File: src/rtl/gpio_edge_pkg.sv
package gpio_edge_pkg;
  localparam int BANK_PINS = 32;
  localparam int PORT_W    = 8;
  localparam int PORTS     = BANK_PINS / PORT_W;

  typedef enum logic [1:0] {
    EDGE_OFF  = 2'd0,
    EDGE_FALL = 2'd1,
    EDGE_RISE = 2'd2,
    EDGE_BOTH = 2'd3
  } edge_mode_e;

  typedef enum logic [2:0] {
    RG_PINSEL = 3'd0,
    RG_HOLE   = 3'd1,
    RG_DIR    = 3'd2,
    RG_DATA   = 3'd3,
    RG_PEND   = 3'd4,
    RG_MODEAB = 3'd5,
    RG_MODECD = 3'd6,
    RG_HOLE2  = 3'd7
  } reg_idx_e;

  // pin vector (port A in bits 7:0) to bus word (port A in bits 31:24)
  function automatic logic [31:0] pins_to_word(logic [31:0] v);
    return {v[7:0], v[15:8], v[23:16], v[31:24]};
  endfunction

  // byte at address offset k of a bus word
  function automatic logic [7:0] lane_byte(logic [31:0] w, int k);
    return w[31-8*k -: 8];
  endfunction

  function automatic logic edge_hit(logic [1:0] mode, logic rise, logic fall);
    return (mode[1] & rise) | (mode[0] & fall);
  endfunction
endpackage

File: src/rtl/gpio_edge_sync.sv
module gpio_edge_sync #(
  parameter int NUM_PINS = 32
) (
  input  logic                clk,
  input  logic                rst_n,
  input  logic [NUM_PINS-1:0] pin_i,
  output logic [NUM_PINS-1:0] level_o,
  output logic [NUM_PINS-1:0] rise_o,
  output logic [NUM_PINS-1:0] fall_o
);
  for (genvar p = 0; p < NUM_PINS; p++) begin : g_pin
    logic meta_q, sync_q, prev_q;
    always_ff @(posedge clk) begin
      if (!rst_n) begin
        meta_q <= 1'b0;
        sync_q <= 1'b0;
        prev_q <= 1'b0;
      end else begin
        meta_q <= pin_i[p];
        sync_q <= meta_q;
        prev_q <= sync_q;
      end
    end
    assign level_o[p] = sync_q;
    assign rise_o[p]  = sync_q & ~prev_q;
    assign fall_o[p]  = ~sync_q & prev_q;
  end
endmodule

File: src/rtl/gpio_edge_pending.sv
module gpio_edge_pending #(
  parameter int WIDTH = 32
) (
  input  logic             clk,
  input  logic             rst_n,
  input  logic [WIDTH-1:0] ev_i,
  input  logic [WIDTH-1:0] clr_i,
  output logic [WIDTH-1:0] pend_o
);
  logic [WIDTH-1:0] pend_q;

  always_ff @(posedge clk) begin
    if (!rst_n) pend_q <= '0;
    else        pend_q <= (pend_q & ~clr_i) | ev_i;
  end
  assign pend_o = pend_q;

  AST_SET_WINS: assert property (@(posedge clk) disable iff (!rst_n)
    (ev_i != '0) |=> ((pend_q & $past(ev_i)) == $past(ev_i)));
  AST_W1C_CLEARS: assert property (@(posedge clk) disable iff (!rst_n)
    (clr_i != '0) |=> ((pend_q & $past(clr_i & ~ev_i)) == '0));
endmodule

File: src/rtl/gpio_edge_bank.sv
module gpio_edge_bank
  import gpio_edge_pkg::*;
#(
  parameter int NUM_PINS = 32
) (
  input  logic                clk,
  input  logic                rst_n,
  input  logic                bus_en,
  input  logic                bus_we,
  input  logic [2:0]          bus_word_addr,
  input  logic [3:0]          bus_be,
  input  logic [31:0]         bus_wdata,
  output logic [31:0]         bus_rdata,
  input  logic [NUM_PINS-1:0] pin_i,
  output logic [NUM_PINS-1:0] pin_o,
  output logic [NUM_PINS-1:0] pin_oe,
  output logic                irq_o
);
  localparam logic [31:0] IMPL = 32'((64'd1 << NUM_PINS) - 64'd1);

  function automatic logic [63:0] widen2(logic [31:0] m);
    logic [63:0] r;
    for (int p = 0; p < BANK_PINS; p++) r[2*p +: 2] = {2{m[p]}};
    return r;
  endfunction
  localparam logic [63:0] IMPL2 = widen2(IMPL);

  logic [31:0] pinsel_q, dir_q, data_q;
  logic [63:0] mode_q;
  logic [NUM_PINS-1:0] lvl_n, rise_n, fall_n;
  logic [31:0] lvl, rise, fall, ev, en, clr, pend, data_view;
  logic        wr;
  reg_idx_e    idx;

  assign wr  = bus_en & bus_we;
  assign idx = reg_idx_e'(bus_word_addr);

  gpio_edge_sync #(.NUM_PINS(NUM_PINS)) u_sync (
    .clk(clk), .rst_n(rst_n), .pin_i(pin_i),
    .level_o(lvl_n), .rise_o(rise_n), .fall_o(fall_n)
  );

  always_comb begin
    lvl  = '0;
    rise = '0;
    fall = '0;
    lvl[NUM_PINS-1:0]  = lvl_n;
    rise[NUM_PINS-1:0] = rise_n;
    fall[NUM_PINS-1:0] = fall_n;
  end

  for (genvar p = 0; p < BANK_PINS; p++) begin : g_ev
    assign ev[p] = edge_hit(mode_q[2*p +: 2], rise[p], fall[p]);
    assign en[p] = |mode_q[2*p +: 2];
  end

  always_ff @(posedge clk) begin
    if (!rst_n) begin
      pinsel_q <= '0;
      dir_q    <= '0;
      data_q   <= '0;
      mode_q   <= '0;
    end else if (wr) begin
      for (int k = 0; k < PORTS; k++) begin
        if (bus_be[k]) begin
          case (idx)
            RG_PINSEL: pinsel_q[8*k +: 8] <= lane_byte(bus_wdata, k) & IMPL[8*k +: 8];
            RG_DIR:    dir_q[8*k +: 8]    <= lane_byte(bus_wdata, k) & IMPL[8*k +: 8];
            RG_DATA:   data_q[8*k +: 8]   <= lane_byte(bus_wdata, k) & IMPL[8*k +: 8];
            RG_MODEAB: mode_q[16*(k/2) + ((k%2 == 0) ? 8 : 0) +: 8] <=
                         lane_byte(bus_wdata, k) & IMPL2[16*(k/2) + ((k%2 == 0) ? 8 : 0) +: 8];
            RG_MODECD: mode_q[32 + 16*(k/2) + ((k%2 == 0) ? 8 : 0) +: 8] <=
                         lane_byte(bus_wdata, k) & IMPL2[32 + 16*(k/2) + ((k%2 == 0) ? 8 : 0) +: 8];
            default: ;
          endcase
        end
      end
    end
  end

  always_comb begin
    clr = '0;
    if (wr && idx == RG_PEND) begin
      for (int k = 0; k < PORTS; k++)
        if (bus_be[k]) clr[8*k +: 8] = lane_byte(bus_wdata, k);
    end
    clr = clr & IMPL;
  end

  gpio_edge_pending #(.WIDTH(BANK_PINS)) u_pend (
    .clk(clk), .rst_n(rst_n), .ev_i(ev), .clr_i(clr), .pend_o(pend)
  );

  assign irq_o     = |(pend & en);
  assign data_view = (dir_q & data_q) | (~dir_q & lvl);
  assign pin_o     = data_q[NUM_PINS-1:0];
  assign pin_oe    = dir_q[NUM_PINS-1:0];

  always_comb begin
    case (idx)
      RG_PINSEL: bus_rdata = pins_to_word(pinsel_q);
      RG_DIR:    bus_rdata = pins_to_word(dir_q);
      RG_DATA:   bus_rdata = pins_to_word(data_view);
      RG_PEND:   bus_rdata = pins_to_word(pend);
      RG_MODEAB: bus_rdata = {mode_q[15:0], mode_q[31:16]};
      RG_MODECD: bus_rdata = {mode_q[47:32], mode_q[63:48]};
      default:   bus_rdata = '0;
    endcase
  end

  AST_IRQ_NEEDS_PEND: assert property (@(posedge clk) disable iff (!rst_n)
    (pend == '0) |-> !irq_o);
  AST_DIR_ONLY_BY_WRITE: assert property (@(posedge clk) disable iff (!rst_n)
    !(wr && idx == RG_DIR) |=> $stable(dir_q));
  AST_UNIMPL_QUIET: assert property (@(posedge clk) disable iff (!rst_n)
    ((pend | dir_q) & ~IMPL) == '0);
endmodule

File: config.mk
export PLATFORM = sky130hd
export DESIGN_NAME = gpio_edge_bank
export DESIGN_NICKNAME = d
export VERILOG_FILES = /design/src/rtl/gpio_edge_pkg.sv /design/src/rtl/gpio_edge_sync.sv /design/src/rtl/gpio_edge_pending.sv /design/src/rtl/gpio_edge_bank.sv
export SDC_FILE = /design/constraint.sdc
export NUM_CORES = 1
export LEC_CHECK = 0
export ABC_AREA = 0
export CAP_MARGIN = 5
export CORE_MARGIN = 5
export CORE_UTILIZATION = 68
export DETAILED_ROUTE_END_ITERATION = 6
export DONT_BUFFER_PORTS = 1
export PLACE_DENSITY = 0.87
export SYNTH_ARGS = -nofsm -noshare
export SYNTH_HDL_FRONTEND = slang
export SYNTH_SLANG_ARGS = --single-unit
File: constraint.sdc
create_clock -name clk -period 3.6 [get_ports clk]
set_input_delay 0.72 -clock clk [delete_from_list [all_inputs] [get_ports clk]]
set_output_delay 0.72 -clock clk [all_outputs]
set_load 0.05 [all_outputs]
=== After elaboration in Yosys (flattened, before gate mapping) ===
Cells that the tools add are included.

* Bits in read-only memories: 0
* Bits in registers: 288
* Input port bits: 75
* Output and inout bits: 97
* Memories: 0
* Bits in latches: 0
* Bits in writable memories: 0
* Logic and storage cells: 416

* Order comparisons: 0
* Bitwise logic cells: 233
* Divide/modulo/power cells: 0
* Multiplexer cells: 6
* $mul: 0
* Shift-type cells: 0
* Equality and inequality tests: 5
* Add/sub/neg operators: 0
* Reductions and logical operators: 55

{| class="wikitable"
|+ Operators by type and width
! kind !! number
|-
| $pmux 32 s6 || 1
|-
| $and 1x1->1 || 129
|-
| $and 32x32->32 || 4
|-
| $not 1->1 || 64
|-
| $not 32->32 || 2
|-
| $or 32x32->32 || 2
|-
| $reduce_or 2->1 || 32
|-
| $reduce_and 3->1 || 20
|-
| $mux 32 || 1
|-
| $mux 8 || 4
|-
| $or 1x1->1 || 32
|-
| $reduce_or 32->1 || 1
|-
| $eq 3x3->1 const B || 3
|-
| $eq 3x2->1 const B || 2
|-
| $logic_not 3->1 || 1
|-
| $logic_and 1x1->1 || 1
|}

=== Depth between registers and ports, before layout ===
Gate-level depths: netlist of run 1.

* Depth after elaboration: 6
* Depth in mapped cells: 7

=== Modules after synthesis ===
Synthesis of run 1 repeated with hierarchy kept, for this count alone.

* Cells, all modules: 1414
* Area, all modules: 12692.2 um2

{| class="wikitable"
|+ Modules (own cells, without submodules)
! module !! cells each !! area an instance (um2) !! times used !! sequential area each (um2)
|-
| gpio_edge_bank || 1017 || 8333.0 || 1 || 3203.1
|-
| gpio_edge_sync || 298 || 3244.4 || 1 || 1921.8
|-
| gpio_edge_pending || 99 || 1114.8 || 1 || 640.6
|}

=== Worst setup path after synthesis of run 1 ===
No wires, ideal clock.

* Path type: input -> output
* Start: input bus_word_addr[0]
* End: output bus_rdata[30]
* Path slack: 0.765 ns
* Arrival: 2.115 ns
* Stages on the path: 5
* Cells stage by stage: buf_4 -> nor3b_1 -> clkbuf_1 -> a22oi_1 -> nand3_1

* Cells in the longest elaborated chain, start to end: 2
* Elaborated cells on any way between the ends: 7
* Classes of those cells: eq/ne: 5; mux: 1; reduce/logical: 1

{| class="wikitable"
|+ RTL lines
! item !! RTL line !! source
|-
| start, declared || gpio_edge_bank.sv:10 || <nowiki>input logic [2:0] bus_word_addr,</nowiki>
|-
| $eq 3x3->1, or another cell as far along || gpio_edge_bank.sv:100 || <nowiki>case (idx)</nowiki>
|-
| $pmux 32 s6 * || gpio_edge_bank.sv:100 ||
|-
| end, declared || gpio_edge_bank.sv:13 || <nowiki>output logic [31:0] bus_rdata,</nowiki>
|}

Every way passes the cells marked *; elsewhere a longest branch is shown, timed or not.

=== Worst setup path in the final report of run 1 ===
* Start: register mode_q[10]
* End: output irq_o

* Cells in the longest elaborated chain, start to end: 3

{| class="wikitable"
|+ RTL lines
! item !! RTL line !! source
|-
| start, declared || gpio_edge_bank.sv:29 || <nowiki>logic [63:0] mode_q;</nowiki>
|-
| start signal, assigned by index || gpio_edge_bank.sv:70 || <nowiki>RG_MODEAB: mode_q[16*(k/2) + ((k%2 == 0) ? 8 : 0) +: 8] <=</nowiki>
|-
| start signal, assigned by index || gpio_edge_bank.sv:72 || <nowiki>RG_MODECD: mode_q[32 + 16*(k/2) + ((k%2 == 0) ? 8 : 0) +: 8] <=</nowiki>
|-
| $reduce_or 2->1 || gpio_edge_bank.sv:54 || <nowiki>assign en[p] = |mode_q[2*p +: 2];</nowiki>
|-
| $and 32x32->32 || gpio_edge_bank.sv:94 || <nowiki>assign irq_o = |(pend & en);</nowiki>
|-
| $reduce_or 32->1 || gpio_edge_bank.sv:94 ||
|-
| end, declared || gpio_edge_bank.sv:17 || <nowiki>output logic irq_o</nowiki>
|}

No other way between the ends.

==> impl_results.md, run 1 <==
- Sequential share of the synthesized area: 0.473
- Crit-path max FO: 4
- First-pass GRT wire length: 54900 µm
- # port buffers: 0
- Crit. Startpoint: mode_q[10]
- Critical Path RT: 2.88 ns
- Seq cells post-synth: 288
- Critical path class: flip-flop to output pin
- Most frequent cell after synthesis: dfxtp_1
- Post_cts resized: 0
- Mean Syn Cell Area: 8.62 µm²
- Worst Setup EP: irq_o
- Critical path launch point type: flip-flop
- Yosys cell types: 31
- Setup TNS: 0 ns
- Number of max-cap violations: 0
- Largest cells by area after synthesis: dfxtp_1 (47%), o21ai_0 (7.9%), a21boi_0 (6.2%)
- Hold Crit Class: primary input to flip-flop
- Switch share: 0.222
- Slew @ Worst Pin: 0.977 ns
- Core Rows: 49
- Clock power frac: 0.444
- Nets: 1464
- Mapped Nets: 1488
- DR pass1 iterations: 6
- Clock Latency Late Sink: 0.55 ns
- Vias in the first global route: 10.1k
- # Post-CTS Setup Buffers: 0
- Psw: 1.42 mW
- Reg2reg end: pin_oe[31]
- Detailed Place HPWL: 23400 µm
- Post-route DRC: 0
- Initial antenna violation count: 0
- CTS tree: built
- EDFF count, synth: 0
- Vias post-DR: 10.5k
- Routability cong.: 0.896
- YS warnings: 0
- Portion of total power attributed to sequential cells: 0.520
- Rel. slew slack: 0.349
- Pwr/cell area: 480 nW/µm²
- Htree depth: 1
- CTS Sinks: 288
- Leak: 4.63 nW
- First-iteration detailed-routing DRC count: 1283
- Global route total overflow: 0
- Tmin final: 2.95 ns
- Core ar.: 17800 µm²
- Vias per inst: 6.45
- Area Growth Syn to Fin: 8.77%
- RSZ-0062 raised after global routing: no
- Die width: 144 µm
- R2R Setup Slk: 2.38 ns
- Clock skew: 0.00947 ns
- CTS Buffer Depth: 3
- CTS Buf Count: 29
- Endpoint type of the worst setup path: output pin
- Clk root buf: clkbuf_16
- Final Core Density: 0.746
- Final antenna-violating net count: 0
- Most instantiated cells after synthesis: dfxtp_1 (288), o21ai_0 (192), nand2_1 (162), a21boi_0 (101), and2_1 (96)
- Setup violators final: 0
- R2r worst-path depth: 2
- Placement Setup Slack: 0.889 ns
- Yosys top cell area share: 0.473
- IO Pins: 172
- Fmax: 340 MHz
- Die area: 20700 µm²
- Reg-to-Reg Start: pin_oe[31]
- Asr flop ratio synth: 0
- Mapped Cells: 1413
- Antenna fix cells: 0
- Max Slew Vio Count: 0
- Largest net degree at the start of global routing: 289
- Total Wirelength: 34900 µm
- Cell taking the most area after synthesis: dfxtp_1
- Initial core utilization: 0.685
- Post-Synthesis Cell Area: 12200 µm²
- DR WL/cell: 21.3 µm
- Clock transition at path regs: 0.06 ns
- P_int: 4.95 mW
- Top FF cell, synth: dfxtp_1
- Max IR drop VDD: 0.526 mV
- Die H: 144 µm
- Combinational power share: 0.037
- Total GRT Usage: 0.330
- Outcome: completed
- Cts hold-fix bufs: 0
- Critical path arrival: 2.23 ns
- Final critical-path setup slack: 0.655 ns
- Final Hold Viols: 0
- Fin crit share: 0.818
- Layout cell share with drive strength beyond 1: 0.0633
## cell families (layout without fill, tap and decap cells)
logic type / Yosys count / after routing / share of synthesized area
buffers and inverters: 147 / 141 / 0.0478
AOI/OAI and AO/OA: 480 / 480 / 0.246
and+or+nand+nor: 434 / 434 / 0.180
muxes: 64 / 64 / 0.0526
DFF: 288 / 288 / 0.473
## flip-flops by register name, summed over array words and instances, names as in the netlist
register,count
mode_q,64
pin_o,32
pin_oe,32
pinsel_q,32
u_pend.pend_o,32
u_sync.g_pin.meta_q,32
u_sync.g_pin.prev_q,32
u_sync.g_pin.sync_q,32
## worst min-delay path by stage
stage	from	end	slack [ns]	depth (start not counted)
floorplan	u_sync.g_pin[0].meta_q	u_sync.g_pin[0].sync_q	0.41	1
global placement	u_sync.g_pin[29].meta_q	u_sync.g_pin[29].sync_q	0.41	1
detailed placement	u_sync.g_pin[24].meta_q	u_sync.g_pin[24].sync_q	0.42	1
CTS	pin_i[18]	u_sync.g_pin[18].meta_q	0.29	1
global route	pin_i[22]	u_sync.g_pin[22].meta_q	0.28	1
finish	pin_i[29]	u_sync.g_pin[29].meta_q	0.30	1
## layout by cell type (no fill, tap or decap), drive strengths merged
cell | Yosys | layout
and3b | 1 | 1
nand2 | 162 | 162
nand3 | 36 | 36
dfxtp | 288 | 288
inv | 64 | 65
o21ai | 192 | 192
mux2i | 64 | 64
a31oi | 32 | 32
nand4 | 12 | 12
clkinv | 0 | 3
clkinvlp | 0 | 1
clkbuf | 72 | 44
nor4 | 2 | 2
nand3b | 3 | 3
nor2b | 32 | 32
nor3b | 2 | 2
a21boi | 160 | 160
or3b | 1 | 1
buf | 11 | 28
a22oi | 64 | 64
nor2 | 85 | 85
or3 | 1 | 1
and2 | 96 | 96
nor3 | 1 | 1
a21oi | 32 | 32
## cell type report
cell class                      instances  area [µm²]
Clock inverter                          5        31.3
Timing Repair Buffer                   28         223
Sequential cell                       288        5770
Inverter                               64         240
Clock buffer                           44         852
Tap cell                              229         287
Multi-Input combinational cell        978        5860
Fill cell                            1275        4520
## routing by layer
layer	GRT usage	share of wire	wire (µm)
met1	0.433	0.39	13500
met2	0.521	0.46	16000
met3	0.0752	0.11	3750
met4	0.148	0.045	1570
met5	0	0	0
## power by group through the flow
stage | clock [mW] | sequential, mW | combinational [mW]
after floorplan | 0 | 3.36 | 0.218
after global placement | 0 | 3.37 | 0.221
after detailed placement | 0 | 3.38 | 0.227
after CTS | 2.84 | 3.31 | 0.228
after global routing | 3.01 | 3.31 | 0.248
final | 2.82 | 3.31 | 0.233
## critical path, stage by stage (launching register included)
cell and delay [ns]:
dfxtp_1 0.34, o21ai_0 0.39, nand4_1 0.15, nor4_1 0.37, nand2_1 0.43
## metrics by stage
stage | total power [mW] | std cells | instance area (µm²) | hold slack (ns)
after detailed placement | 3.60 | 1587 | 12400 | 0.421
after CTS | 6.37 | 1636 | 13300 | 0.289
after global routing | 6.57 | 1636 | 13300 | 0.279
after global placement | 3.60 | 1587 | 12400 | 0.414
after floorplan | 3.57 | 1413 | 12200 | 0.412
final | 6.37 | 1636 | 13300 | 0.299
Power figures use the tool's default switching activity.
==> run 2, diff against run 1 <==
- CORE_UTILIZATION: 68 -> 57
- PLACE_DENSITY: 0.87 -> 0.78
- clock period: 3.6 -> 2.54 ns (I/O delays scaled with it)
==> run 2 against run 1 <==
The flow now finishes with violations (DRC); clock-buffer cell count fell by 9; sequential cell count did not move; clock skew up 0.0042 ns; register-to-register slack got worse by 0.87 ns; via count rose by 4.1%; sequential share of layout area decreased by 4.3 points; cell area grew 11%; final cell count up 8.8%.
==> impl_results.md, run 2 (synthesis results as in run 1) <==
- Outcome: complete, but fails checks
- Violated checks: DRC
- Htree depth: 1 (unchanged)
- # port buffers: 0 (unchanged)
- Setup violators final: 0 (unchanged)
- Critical path arrival: 1.99 ns (-0.24 ns)
- Routability cong.: 0.909 (+1.4%)
- Rel. slew slack: 0.555 (+0.206)
- Critical Path Max Stage Delay: 0.35 ns (-0.08 ns)
- Final critical-path setup slack: 0.0425 ns (-0.612 ns)
- Final Core Density: 0.700 (-0.0452)
- Area Growth Syn to Fin: 20.8%
- Vias in the first global route: 10.5k (+3.5%)
- Nets: 1558 (+6.4%)
- Global route total overflow: 0 (unchanged)
- Antenna fix cells: 0 (unchanged)
- Pwr/cell area: 672 nW/µm² (+40%)
- Fmax: 400 MHz
- Total Wirelength: 36800 µm (+5.5%)
- Critical Path RT: 2.03 ns (-0.85 ns)
- Clock Latency Late Sink: 0.55 ns (about the same)
- Commonest non-fill, non-tap cells in the layout: dfxtp_1 (288), o21ai_0 (173), nand2_1 (162)
- Largest net degree at the start of global routing: 289 (unchanged)
- CTS Buffer Depth: 3 (unchanged)
- Critical path class: flip-flop to output pin
- Cell-by-cell trace of the critical path: o21ai_2 > nand4_1 > nor4_2 > nand2_1 > buf_4
- Tmin final: 2.50 ns
- Hold Crit Class: primary input to flip-flop
- Critical-path cell with the highest stage delay: dfxtp_1
- Fill count: 1576 (+24%)
- DR WL/cell: 20.7 µm (-3.1%)
- Endpoint type of the worst setup path: output pin
- R2R Setup Slk: 1.51 ns (-0.87 ns)
- Commonest non-fill, non-tap cell in the layout: dfxtp_1
- Die width: 156 µm (+8.6%)
- Placement Setup Slack: 0.481 ns (-0.408 ns)
- CTS Buf Count: 29 (unchanged)
- Initial core utilization: 0.580 (-0.106)
- Footprint of the multi-input gates: 5890 µm² (+0.60%)
- Initial antenna violation count: 0 (unchanged)
- Die H: 156 µm (+8.6%)
- # Post-CTS Setup Buffers: 0 (unchanged)
- Vias per inst: 6.17 (-4.3%)
- Vias post-DR: 11.0k (+4.1%)
- Number of max-cap violations: 0 (unchanged)
- Max IR drop VDD: 0.542 mV (+3.2%)
- Clock transition at path regs: 0.07 ns (about the same)
- Core Rows: 53 (+8.2%)
- Post-Layout Inst Area: 14700 µm² (+11%)
- Die area: 24400 µm² (+18%)
- Total GRT Usage: 0.290 (-0.0403)
- CTS tree: built
- Critical path launch point type: flip-flop
- Detailed Place HPWL: 25000 µm (+7.0%)
- Max FFs per register: 64 (unchanged)
- First-pass GRT wire length: 57600 µm (+4.9%)
- Final antenna-violating net count: 0 (unchanged)
- Crit-path max FO: 4 (unchanged)
- First-iteration detailed-routing DRC count: 1198 (-6.6%)
- Clock skew: 0.0137 ns (+0.00425 ns)
- Layout cell share with drive strength beyond 1: 0.134 (+0.0703)
- IO Pins: 172 (unchanged)
- Clk root buf: clkbuf_16
- CTS Sinks: 288 (unchanged)
- Post-route DRC: 1 (+1)
- DR pass1 iterations: 7 (+1)
- Max Slew Vio Count: 0 (unchanged)
- Core ar.: 21000 µm² (+18%)
- Seq. cell area: 5770 µm² (unchanged)
- Leak: 5.35 nW (+16%)
- Post-DP Area: 13600 µm² (+9.9%)
- Fin crit share: 0.983
- Largest Register: mode_q
- Setup TNS: 0 ns (unchanged)
- Slew @ Worst Pin: 0.665 ns (-0.312 ns)
- Final Hold Viols: 0 (unchanged)
-- run 2: cell count changes in the layout (fill, tap and decap cells not counted), sizes merged --
cell,delta
buf,+94
bufinv,+8
clkbuf,-9
clkinv,+5
-- run 2: path summary, 6_finish.rpt --
| kind | cells after the start | startpoint | to |
|---|---|---|---|
| worst min register to register | 1 | u_sync.g_pin[24].meta_q | u_sync.g_pin[24].sync_q |
| worst max-delay path | 5 | mode_q[10] | irq_o |
| worst min-delay path | 1 | pin_i[28] | u_sync.g_pin[28].meta_q |
| worst max register to register | 3 | u_sync.g_pin[14].sync_q | u_pend.pend_o[14] |
-- run 2: power by group --
part | switching, mW | internal [mW] | leakage [nW]
logic | 0.240 | 0.172 | 2.48
registers | 0.0629 | 4.60 | 2.34
clock network | 1.80 | 3.02 | 0.538
total | 2.11 | 7.79 | 5.35
-- run 2: cell type report --
type                       instances  share of cell area
clock inverter                    18              0.0204
sequential                       288               0.392
multi-input combinational        978               0.400
tap                              275              0.0234
clock buffer                      35              0.0535
timing repair buffer             122              0.0945
inverter                          64              0.0163
-- run 2: metal layers --
layer  vias to the layer above  track usage  wire (µm)
li1                       5014            -          -
met1                      5237        0.385      14600
met2                       625        0.468      17100
met3                       106       0.0628       3860
met4                         0        0.104       1230
met5                         -            0          0
-- run 2: metrics by stage --
stage               instances  hold slack (ns)  total power, mW
floorplan                1413            0.412             5.07
global placement         1727            0.414             5.15
detailed placement       1727            0.417             5.16
CTS                      1780           0.0719             9.91
global route             1780           0.0724             10.1
finish                   1780           0.0786             9.90
-- run 2: worst max-delay path: cells and delay by family (launching register included) --
kind            cells  cell delay (ns)
buf+inv             1             0.23
compound gates      1             0.23
simple gates        3             0.63
flops               1             0.35
-- run 2: repair_timing --
| action | in CTS | in global routing |
|---|---|---|
| resized for setup | 6 | 21 |
| pin swaps | 0 | 1 |
| hold endpoints to repair | 0 | 0 |
| setup endpoints to repair | 1 | 1 |
| hold buffers | 0 | 0 |
